<file path="src/rtl/xwt_pkg.sv">
package xwt_pkg;

  localparam int TYPE_W = 5;
  localparam logic [TYPE_W-1:0] TYPE_MEM = '0;

  typedef enum logic [2:0] {
    FLD_CTRL    = 3'd0,
    FLD_BASE_LO = 3'd1,
    FLD_BASE_HI = 3'd2,
    FLD_LIMIT   = 3'd3,
    FLD_TGT_LO  = 3'd4,
    FLD_TGT_HI  = 3'd5
  } fld_e;

  // number of hardwired low bits for a minimum region size
  function automatic int chunk_bits(input int unsigned bytes);
    case (bytes)
      4096:    return 12;
      8192:    return 13;
      16384:   return 14;
      32768:   return 15;
      65536:   return 16;
      default: return 16;
    endcase
  endfunction

endpackage

</file>
<file path="src/rtl/xwt_regfile.sv">
module xwt_regfile
  import xwt_pkg::*;
#(
  parameter int NUM_WIN = 4,
  parameter int ADDR_W  = 64,
  parameter int REG_W   = 32,
  parameter int LOW_W   = 12,
  parameter int IDX_W   = 2
) (
  input  logic                   clk_i,
  input  logic                   rst_ni,
  input  logic                   we_i,
  input  logic [IDX_W-1:0]       idx_i,
  input  logic [2:0]             sel_i,
  input  logic [REG_W-1:0]       wdata_i,
  output logic [REG_W-1:0]       rdata_o,
  output logic [NUM_WIN-1:0]     en_o,
  output logic [TYPE_W-1:0]      kind_o  [NUM_WIN],
  output logic [ADDR_W-1:0]      base_o  [NUM_WIN],
  output logic [REG_W-1:0]       limit_o [NUM_WIN],
  output logic [ADDR_W-1:0]      tgt_o   [NUM_WIN]
);

  localparam int HI_W = ADDR_W - REG_W;
  localparam int CH_W = ADDR_W - LOW_W;
  localparam int LC_W = REG_W - LOW_W;

  for (genvar w = 0; w < NUM_WIN; w++) begin : g_win
    logic              en_q;
    logic [TYPE_W-1:0] kind_q;
    logic [CH_W-1:0]   base_q;
    logic [LC_W-1:0]   lim_q;
    logic [CH_W-1:0]   tgt_q;
    logic              hit_w;

    assign hit_w = we_i && (idx_i == IDX_W'(w));

    always_ff @(posedge clk_i or negedge rst_ni) begin
      if (!rst_ni) begin
        en_q   <= 1'b0;
        kind_q <= '0;
        base_q <= '0;
        lim_q  <= '0;
        tgt_q  <= '0;
      end else if (hit_w) begin
        case (sel_i)
          FLD_CTRL: begin
            en_q   <= wdata_i[0];
            kind_q <= wdata_i[TYPE_W:1];
          end
          FLD_BASE_LO: base_q[LC_W-1:0]    <= wdata_i[REG_W-1:LOW_W];
          FLD_BASE_HI: base_q[CH_W-1:LC_W] <= wdata_i[HI_W-1:0];
          FLD_LIMIT:   lim_q               <= wdata_i[REG_W-1:LOW_W];
          FLD_TGT_LO:  tgt_q[LC_W-1:0]     <= wdata_i[REG_W-1:LOW_W];
          FLD_TGT_HI:  tgt_q[CH_W-1:LC_W]  <= wdata_i[HI_W-1:0];
          default: ;
        endcase
      end
    end

    assign en_o[w]    = en_q;
    assign kind_o[w]  = kind_q;
    assign base_o[w]  = {base_q, {LOW_W{1'b0}}};
    assign limit_o[w] = {lim_q, {LOW_W{1'b1}}};
    assign tgt_o[w]   = {tgt_q, {LOW_W{1'b0}}};

    AST_EN_ONLY_BY_WRITE: assert property (@(posedge clk_i) disable iff (!rst_ni)
      $rose(en_q) |-> $past(we_i && idx_i == IDX_W'(w) && sel_i == FLD_CTRL && wdata_i[0]));
  end

  always_comb begin
    rdata_o = '0;
    if (int'(idx_i) < NUM_WIN) begin
      case (sel_i)
        FLD_CTRL:    rdata_o = REG_W'({kind_o[idx_i], en_o[idx_i]});
        FLD_BASE_LO: rdata_o = base_o[idx_i][REG_W-1:0];
        FLD_BASE_HI: rdata_o = REG_W'(base_o[idx_i][ADDR_W-1:REG_W]);
        FLD_LIMIT:   rdata_o = limit_o[idx_i];
        FLD_TGT_LO:  rdata_o = tgt_o[idx_i][REG_W-1:0];
        FLD_TGT_HI:  rdata_o = REG_W'(tgt_o[idx_i][ADDR_W-1:REG_W]);
        default:     rdata_o = '0;
      endcase
    end
  end

  AST_LIMIT_LOW_ONES: assert property (@(posedge clk_i) disable iff (!rst_ni)
    (sel_i == FLD_LIMIT && int'(idx_i) < NUM_WIN) |-> (rdata_o[LOW_W-1:0] == {LOW_W{1'b1}}));

endmodule

</file>
<file path="src/rtl/xwt_match.sv">
module xwt_match
  import xwt_pkg::*;
#(
  parameter int NUM_WIN = 4,
  parameter int ADDR_W  = 64,
  parameter int REG_W   = 32
) (
  input  logic [ADDR_W-1:0]  addr_i,
  input  logic [NUM_WIN-1:0] en_i,
  input  logic [TYPE_W-1:0]  kind_i  [NUM_WIN],
  input  logic [ADDR_W-1:0]  base_i  [NUM_WIN],
  input  logic [REG_W-1:0]   limit_i [NUM_WIN],
  output logic [NUM_WIN-1:0] hit_o
);

  for (genvar w = 0; w < NUM_WIN; w++) begin : g_cmp
    logic upper_eq, above_base, below_lim;
    assign upper_eq   = addr_i[ADDR_W-1:REG_W] == base_i[w][ADDR_W-1:REG_W];
    assign above_base = addr_i[REG_W-1:0] >= base_i[w][REG_W-1:0];
    assign below_lim  = addr_i[REG_W-1:0] <= limit_i[w];
    assign hit_o[w]   = en_i[w] && (kind_i[w] == TYPE_MEM) && upper_eq && above_base && below_lim;
  end

endmodule

</file>
<file path="src/rtl/xwt_prio.sv">
module xwt_prio #(
  parameter int NUM_WIN = 4,
  parameter int IDX_W   = 2
) (
  input  logic [NUM_WIN-1:0] hit_i,
  output logic [NUM_WIN-1:0] grant_o,
  output logic [IDX_W-1:0]   idx_o,
  output logic               any_o
);

  always_comb begin
    grant_o = '0;
    idx_o   = '0;
    for (int w = NUM_WIN - 1; w >= 0; w--) begin
      if (hit_i[w]) begin
        grant_o    = '0;
        grant_o[w] = 1'b1;
        idx_o      = IDX_W'(w);
      end
    end
    any_o = |hit_i;
  end

  always_comb begin
    AST_GRANT_ONEHOT: assert ($onehot0(grant_o));
    AST_LOWEST_WINS: assert ((hit_i & (grant_o - NUM_WIN'(1))) == '0);
  end

endmodule

</file>
<file path="src/rtl/xlat_window_table.sv">
module xlat_window_table
  import xwt_pkg::*;
#(
  parameter int NUM_WIN    = 4,
  parameter int ADDR_W     = 64,
  parameter int REG_W      = 32,
  parameter int MIN_REGION = 4096,
  localparam int IDX_W     = (NUM_WIN > 1) ? $clog2(NUM_WIN) : 1
) (
  input  logic              clk_i,
  input  logic              rst_ni,
  input  logic              reg_we_i,
  input  logic [IDX_W-1:0]  reg_idx_i,
  input  logic [2:0]        reg_sel_i,
  input  logic [REG_W-1:0]  reg_wdata_i,
  output logic [REG_W-1:0]  reg_rdata_o,
  input  logic              req_valid_i,
  input  logic [ADDR_W-1:0] req_addr_i,
  output logic              rsp_valid_o,
  output logic [ADDR_W-1:0] rsp_addr_o,
  output logic              rsp_hit_o,
  output logic [IDX_W-1:0]  rsp_idx_o
);

  localparam int LOW_W = chunk_bits(MIN_REGION);

  logic [NUM_WIN-1:0] en;
  logic [TYPE_W-1:0]  kind  [NUM_WIN];
  logic [ADDR_W-1:0]  base  [NUM_WIN];
  logic [REG_W-1:0]   limit [NUM_WIN];
  logic [ADDR_W-1:0]  tgt   [NUM_WIN];
  logic [NUM_WIN-1:0] hit, grant;
  logic [IDX_W-1:0]   win_idx;
  logic               win_any;
  logic [ADDR_W-1:0]  xlat;

  xwt_regfile #(
    .NUM_WIN(NUM_WIN), .ADDR_W(ADDR_W), .REG_W(REG_W), .LOW_W(LOW_W), .IDX_W(IDX_W)
  ) u_regfile (
    .clk_i   (clk_i),
    .rst_ni  (rst_ni),
    .we_i    (reg_we_i),
    .idx_i   (reg_idx_i),
    .sel_i   (reg_sel_i),
    .wdata_i (reg_wdata_i),
    .rdata_o (reg_rdata_o),
    .en_o    (en),
    .kind_o  (kind),
    .base_o  (base),
    .limit_o (limit),
    .tgt_o   (tgt)
  );

  xwt_match #(.NUM_WIN(NUM_WIN), .ADDR_W(ADDR_W), .REG_W(REG_W)) u_match (
    .addr_i  (req_addr_i),
    .en_i    (en),
    .kind_i  (kind),
    .base_i  (base),
    .limit_i (limit),
    .hit_o   (hit)
  );

  xwt_prio #(.NUM_WIN(NUM_WIN), .IDX_W(IDX_W)) u_prio (
    .hit_i   (hit),
    .grant_o (grant),
    .idx_o   (win_idx),
    .any_o   (win_any)
  );

  // single rebasing adder behind the winner mux
  assign xlat = tgt[win_idx] + ADDR_W'(req_addr_i[REG_W-1:0] - base[win_idx][REG_W-1:0]);

  always_ff @(posedge clk_i or negedge rst_ni) begin
    if (!rst_ni) begin
      rsp_valid_o <= 1'b0;
      rsp_addr_o  <= '0;
      rsp_hit_o   <= 1'b0;
      rsp_idx_o   <= '0;
    end else begin
      rsp_valid_o <= req_valid_i;
      if (req_valid_i) begin
        rsp_addr_o <= win_any ? xlat : req_addr_i;
        rsp_hit_o  <= win_any;
        rsp_idx_o  <= win_any ? win_idx : '0;
      end
    end
  end

  AST_RSP_AFTER_REQ: assert property (@(posedge clk_i) disable iff (!rst_ni)
    req_valid_i |=> rsp_valid_o);
  AST_NO_RSP_IDLE: assert property (@(posedge clk_i) disable iff (!rst_ni)
    !req_valid_i |=> !rsp_valid_o);
  AST_MISS_PASSTHRU: assert property (@(posedge clk_i) disable iff (!rst_ni)
    (req_valid_i && !win_any) |=> (rsp_addr_o == $past(req_addr_i) && !rsp_hit_o && rsp_idx_o == '0));
  AST_HIT_GRANTED: assert property (@(posedge clk_i) disable iff (!rst_ni)
    (req_valid_i && win_any) |=> (rsp_hit_o && rsp_idx_o == $past(win_idx)));

endmodule

</file>
<file path="config.mk">
export PLATFORM = sky130hd
export DESIGN_NAME = xlat_window_table
export DESIGN_NICKNAME = d
export VERILOG_FILES = /design/src/rtl/xwt_pkg.sv /design/src/rtl/xwt_regfile.sv /design/src/rtl/xwt_match.sv /design/src/rtl/xwt_prio.sv /design/src/rtl/xlat_window_table.sv
export SDC_FILE = /design/constraint.sdc
export NUM_CORES = 2
export LEC_CHECK = 0
export BUFFER_PORTS_ARGS = -buffer_cell sky130_fd_sc_hd__buf_2
export CAP_MARGIN = 15
export CORE_MARGIN = 2
export CORE_UTILIZATION = 55
export CTS_BUF_LIST = sky130_fd_sc_hd__clkbuf_16
export CTS_CLUSTER_SIZE = 10
export DETAILED_ROUTE_END_ITERATION = 10
export PLACE_DENSITY = 0.73
export SLEW_MARGIN = 20
export SYNTH_ARGS = -nofsm -noshare
export SYNTH_HDL_FRONTEND = slang
export SYNTH_SLANG_ARGS = --single-unit
</file>
<file path="constraint.sdc">
create_clock -name clk_i -period 10.9 [get_ports clk_i]
set_input_delay 1.09 -clock clk_i [delete_from_list [all_inputs] [get_ports clk_i]]
set_output_delay 1.09 -clock clk_i [all_outputs]
set_load 0.02 [all_outputs]
</file>
## Word level (Yosys, flattened, before mapping)

Index checks and enable logic that the tools add are counted.

| operators by class | value |
|---|---|
| $add $sub $neg | 2 |
| multipliers | 0 |
| divide/modulo/power cells | 0 |
| magnitude comparators | 11 |
| equality and inequality tests | 12 |
| shift operators | 0 |
| multiplexer cells | 27 |
| bitwise logic cells | 2 |
| reductions and logical operators | 51 |

Operators with widths:

| operator | number |
|---|---|
| $bmux W64 S2 | 4 |
| $mux W64 | 7 |
| $pmux W32 S6 | 1 |
| $eq A32 B32 Y1 | 4 |
| $ge A32 B32 Y1 | 4 |
| $le A32 B32 Y1 | 4 |
| $mux W32 | 4 |
| $add A64 B64 Y64 | 1 |
| $bmux W32 S2 | 1 |
| $reduce_and A2 Y1 | 24 |
| $sub A32 B32 Y33 | 1 |
| $logic_and A1 B1 Y1 | 20 |
| $logic_not A5 Y1 | 4 |
| $bmux W5 S2 | 1 |
| $mux W2 | 5 |
| $mux W5 | 2 |
| $eq A3 B2 Y1 const B | 2 |
| $eq A3 B3 Y1 const B | 2 |
| $ge A3 B3 Y1 const B | 2 |
| $not A2 Y3 | 2 |
| $eq A2 B2 Y1 const B | 2 |
| $reduce_or A4 Y1 | 1 |
| $eq A3 B1 Y1 const B | 1 |
| $logic_not A3 Y1 | 1 |
| 5 further kinds | 5 |

| word-level totals | value |
|---|---|
| flip-flop bits (word level) | 588 |
| bits in latches | 0 |
| bits in writable memories | 0 |
| memory bits (read-only) | 0 |
| input bits | 105 |
| output and inout bits | 100 |
| memories | 0 |

## Longest topological paths before layout

| logic depth | value |
|---|---|
| depth after elaboration | 16 |
| gate-level depth with buffers | 43 |

## Cells and area by module

Synthesis repeated with hierarchy kept, for this count alone.

| second synthesis, totals | value |
|---|---|
| cells, all modules | 4034 |
| area total of the unflattened synthesis | 43810.8 µm² |

Modules (own cells, without submodules):

| module | times used | cells each | area an instance (µm²) | seq. area each (µm²) |
|---|---|---|---|---|
| xwt_regfile | 1 | 1723 | 24956.4 | 13012.5 |
| xlat_window_table | 1 | 1244 | 10959.3 | 1701.6 |
| xwt_match | 1 | 1057 | 7836.3 | 0.0 |
| xwt_prio | 1 | 10 | 58.8 | 0.0 |

## Worst setup path after synthesis

Ideal clock, no wire load.

| timing path | value |
|---|---|
| path type | input-to-reg |
| from | in req_addr_i[59] |
| to | reg rsp_addr_o[61] |
| data arrival time | 8949 ps |
| required time | 10757 ps |
| slack | 1808 ps |
| cell stages on the path | 40 |
| path buffers | 5 |
| path through | clkbuf_1 -> xor2_1 -> or4_1 -> or4_1 -> nor4_1 -> nand4_1 -> nor3b_2 -> a21oi_1 -> nor2_1 -> buf_4 -> buf_2 -> buf_2 -> nand2_1 -> o211ai_1 -> o21ai_0 -> ha_1 -> o21ai_0 -> a21boi_0 -> (+4 left out) -> o31a_1 -> or4_1 -> a31o_2 -> a21oi_1 -> xnor2_1 -> ha_1 -> clkbuf_1 -> a21o_1 -> a21o_1 -> a21oi_1 -> o21ai_0 -> a31oi_1 -> o21bai_1 -> a21o_1 -> a31o_2 -> a221oi_1 -> xnor2_1 -> o221ai_1 |

| on the way | value |
|---|---|
| word-level cells in the longest chain between the ends | 15 |
| elaborated cells between the ends (all ways) | 31 |
| classes of those cells | add/sub: 2; eq/ne: 4; mux: 11; bitwise: 1; reduce/logical: 13 |

Ends and longest elaborated chain:

| what | line | source |
|---|---|---|
| from (decl) | xlat_window_table.sv:18 | `input logic [ADDR_W-1:0] req_addr_i,` |
| $eq A32 B32 Y1 | xwt_match.sv:18 | `assign upper_eq = addr_i[ADDR_W-1:REG_W] == base_i[w][ADDR_W-1:REG_W];` |
| $logic_and A1 B1 Y1 (3 in a row) | xwt_match.sv:21 | `assign hit_o[w] = en_i[w] && (kind_i[w] == TYPE_MEM) && upper_eq && above_base && below_lim;` |
| $mux W2 (4 in a row) | xwt_prio.sv:15 | `if (hit_i[w]) begin` |
| $not A2 Y3 (implied by the code) | xlat_window_table.sv:71 | `assign xlat = tgt[win_idx] + ADDR_W'(req_addr_i[REG_W-1:0] - base[win_idx][REG_W-1:0]);` |
| $bmux W64 S2 | xlat_window_table.sv:71 |  |
| $mux W32 (implied by the code) (2 in a row) | xlat_window_table.sv:71 |  |
| $sub A32 B32 Y33 | xlat_window_table.sv:71 |  |
| $add A64 B64 Y64 | xlat_window_table.sv:71 |  |
| $mux W64 * | xlat_window_table.sv:82 | `rsp_addr_o <= win_any ? xlat : req_addr_i;` |
| to (signal assigned) | xlat_window_table.sv:82 |  |
| to (decl) | xlat_window_table.sv:20 | `output logic [ADDR_W-1:0] rsp_addr_o,` |

Every way passes the cells marked *; elsewhere a longest branch is shown, timed or not. The select of a mux whose other input is x is not followed.
A chain may end at the register's enable or synchronous reset.

## Worst setup path in the final report

| timing path | value |
|---|---|
| from | in req_addr_i[55] |
| to | reg rsp_addr_o[61] |

Same word-level chain as after synthesis.

==> impl_metrics.yaml <==
critical_path:
  crit_type: "primary input to flop"
  startpoint_type: "primary input"
  path_max_fanout: 8
  reg2reg_from: "u_regfile.g_win[1].base_q[43]"
  required_ns: 11.37
  cp.arrival_ns: 10.39
  critPathSlowestCell: "nor4_1"
  cpPeakStageDelay_ns: 0.64
  cp-end-kind: "flop"
  startpoint: "req_addr_i[55]"
global_routing:
  grt_pass1_vias: 29000
  grt_overflow_total: 0
  grt_usage_pct: 33.5
  grt_first_pass_wirelength_um: 180000
  antenna_found_initial: 10
  grt_start_max_net_pins: 151
sta:
  rsz0062_at_grt: "false"
  fin_crit_sh_pct: 91.0
  slew_violations: 0
  relSlewSlack_pct: 23.7
  hold_violations: 0
  fin_skew_ns: 0.0405
  min_period_ns: 9.92
  tightest_slew_ns: 1.14
  fmax_mhz: 101
  finalSetupTns_ns: 0
  finalSetupViolCount: 0
route:
  first_pass_iters: 6
  totalWireLength_um: 119000
  drtIter0Drc: 2995
  drc_errors: 0
  viasPerCell: 6.44
  antenna_left: 0
  vias: 29900
  wl_per_cell_um: 25.8
clock_network:
  ctsResizeCount: 0
  clkTransAtPathRegs_ns: 0.05
  root_buffer: "clkbuf_16"
  htree_levels: 3
  clock-sinks: 588
  cts_made_buffers: 71
  post_cts_buffers: 0
  clock_path_buffers: 3
  hold_buffers: 0
  cts_tree: "done"
  clk_latency_ns: 0.64
run_status:
  status: "finished, final reports clean"
finish:
  fin_nets: 4011
  regArea_um2: 14700
  syn2layout_area_growth_pct: 9.55
  multi_input_area_um2: 21700
  drive_gt1_share_pct: 26.2
  fill_cells: 5591
  final_area_um2: 41700
placement:
  post_dp_cell_area_um2: 39700
  dp_hpwl_um: 86800
  numPortBuffers: 204
  place.gp.congestion: 1.01
power_and_ir_drop:
  pwr-share-comb_pct: 34.8
  swShare_pct: 36.0
  p_seq_share_pct: 37.6
  cellInternalPower_w: 0.00500
  ir_worst_vdd_mv: 0.0985
  pwr-share-clk_pct: 27.5
  finalPower_w: 0.00781
  power.leakage_nw: 18.7
  switchingPower_w: 0.00281
  powerDensity_nw_per_um2: 187
floorplan:
  die_h_um: 267
  initial_core_util_pct: 55.5
  rows: 96
  coreArea_um2: 68600
  ios: 205
  dieWidth_um: 267
  dieArea_um2: 71400
worst_hold_path:
  hold_path_class: "primary input to asynchronous set/reset pin"
yosys:
  synthesis.instances: 3619
  yosysSeqAreaShare_pct: 38.6
  ys_ff_latch: 588
  ys.flop_type: "dfrtp_1"
  syn_area_per_cell_um2: 10.5
  ys_warn_count: 0
  ys_types: 69
  synth_enable_flop_cells: 0
  synthArstFlopShare_pct: 100
  syn_area_um2: 38100
  syn_nets: 3957
job:
  cap_violations: 0
## power groups by stage
stage,logic (W),clock network (W),registers (W)
2_1_floorplan,0.00189,0,0.00287
3_3_place_gp,0.00262,0,0.00294
3_5_place_dp,0.00266,0,0.00296
4_1_cts,0.00267,0.00217,0.00292
5_1_grt,0.00294,0.00226,0.00298
6_report,0.00272,0.00215,0.00294
## final cells by class
class	instances	area share (%)
Antenna cell	4	0.0240
Clock buffer	71	4.26
Clock inverter	27	0.567
Inverter	189	1.70
Multi-Input combinational cell	2576	52.0
Sequential cell	588	35.3
Tap cell	931	2.79
Timing Repair Buffer	247	3.35
## stage by stage
stage / setup slack [ns] / instances / utilization [%] / hold WS [ns]
finish: 0.980 / 4633 / 60.8 / 0.443
global route: 0.312 / 4630 / 60.8 / 0.508
CTS: 1.17 / 4629 / 60.8 / 0.492
detailed placement: 0.552 / 4531 / 57.9 / 0.491
global placement: 0.720 / 4531 / 57.9 / 0.484
floorplan: 1.81 / 3619 / - / 0.487
## state kept, by name, indices dropped and copies added, names as in the netlist
register / cells
rsp_hit_o: 1
rsp_addr_o: 64
rsp_idx_o: 2
u_regfile.g_win.lim_q: 80
u_regfile.g_win.tgt_q: 208
rsp_valid_o: 1
u_regfile.g_win.kind_q: 20
u_regfile.g_win.base_q: 208
u_regfile.g_win.en_q: 4
## logic make-up (layout without fill, tap and decap cells)
| kind of cell | after synthesis | count (layout) | share of synthesized area, % |
|---|---|---|---|
| AND/OR/NAND/NOR | 796 | 796 | 10.1 |
| AO/OA/AOI/OAI | 698 | 698 | 11.4 |
| multiplexers | 668 | 668 | 23.4 |
| flip-flops | 588 | 588 | 38.6 |
| buffers and inverters | 455 | 534 | 4.60 |
| adder cells (fa/ha/maj) | 233 | 233 | 7.70 |
| XOR/XNOR | 181 | 181 | 4.16 |
| other | 0 | 4 | 0 |
## placed cells by master (no fill, tap or decap), types with 20 or more instances in the layout
| cell type | count |
|---|---|
| a211oi_1 | 64 |
| a21o_1 | 74 |
| a21oi_1 | 170 |
| a22oi_1 | 20 |
| a31oi_1 | 56 |
| buf_2 | 200 |
| buf_4 | 42 |
| clkbuf_16 | 71 |
| dfrtp_1 | 588 |
| ha_1 | 231 |
| inv_1 | 200 |
| mux2_2 | 478 |
| mux2i_1 | 60 |
| mux4_2 | 130 |
| nand2_1 | 328 |
| nand2b_1 | 23 |
| nand3_1 | 36 |
| nand4_1 | 68 |
| nor2_1 | 127 |
| nor2b_1 | 73 |
| nor3_1 | 22 |
| nor4_1 | 34 |
| o211ai_1 | 45 |
| o21ai_0 | 187 |
| xnor2_1 | 88 |
| xor2_1 | 93 |
## synthesized netlist by cell type (12+ instances only)
master,number,area [um^2]
dfrtp_1,588,14700
mux2_2,478,5380
nand2_1,331,1240
ha_1,231,2890
clkbuf_1,227,852
inv_1,189,709
o21ai_0,187,936
a21oi_1,170,851
nor2_1,137,514
mux4_2,130,2930
xor2_1,93,815
xnor2_1,88,771
a21o_1,74,556
nor2b_1,74,463
nand4_1,68,425
a211oi_1,64,480
mux2i_1,60,601
a31oi_1,56,350
o211ai_1,45,338
nand3_1,38,190
nor4_1,34,213
nand2b_1,23,144
nor3_1,22,110
buf_1,21,78.8
a22oi_1,20,150
o21bai_1,14,105
and4_1,12,105
buf_2,12,60.1
o21a_1,12,90.1
## worst max-delay path: cells and delay by family
kind,cells,cell delay [ns]
adders and majority gates,2,0.48
buffers and inverters,1,0.16
and+or+nand+nor,9,3.55
muxes,2,0.41
xor gates and xnor gates,3,0.42
AOI/OAI and AO/OA,19,4.23
## worst paths after layout
path	to	slack, ns	cells past startpoint
worst max-delay path	rsp_addr_o[61]	0.98	36
worst min-delay path	u_regfile.g_win[3].lim_q[1]	0.44	1
worst max register to register	rsp_addr_o[61]	1.18	35
worst min register to register	rsp_addr_o[1]	0.50	1
max in group asynchronous	rsp_addr_o[56]	8.20	3
min in group clk_i	rsp_addr_o[1]	0.50	1
## metal layers
layer  wire length [um]  GRT usage [%]
met1              50600           47.5
met2              52700           50.1
met3              10700           6.27
met4               5450           15.3
met5                 65              0
No activity file was read; power rests on OpenSTA's default activity.
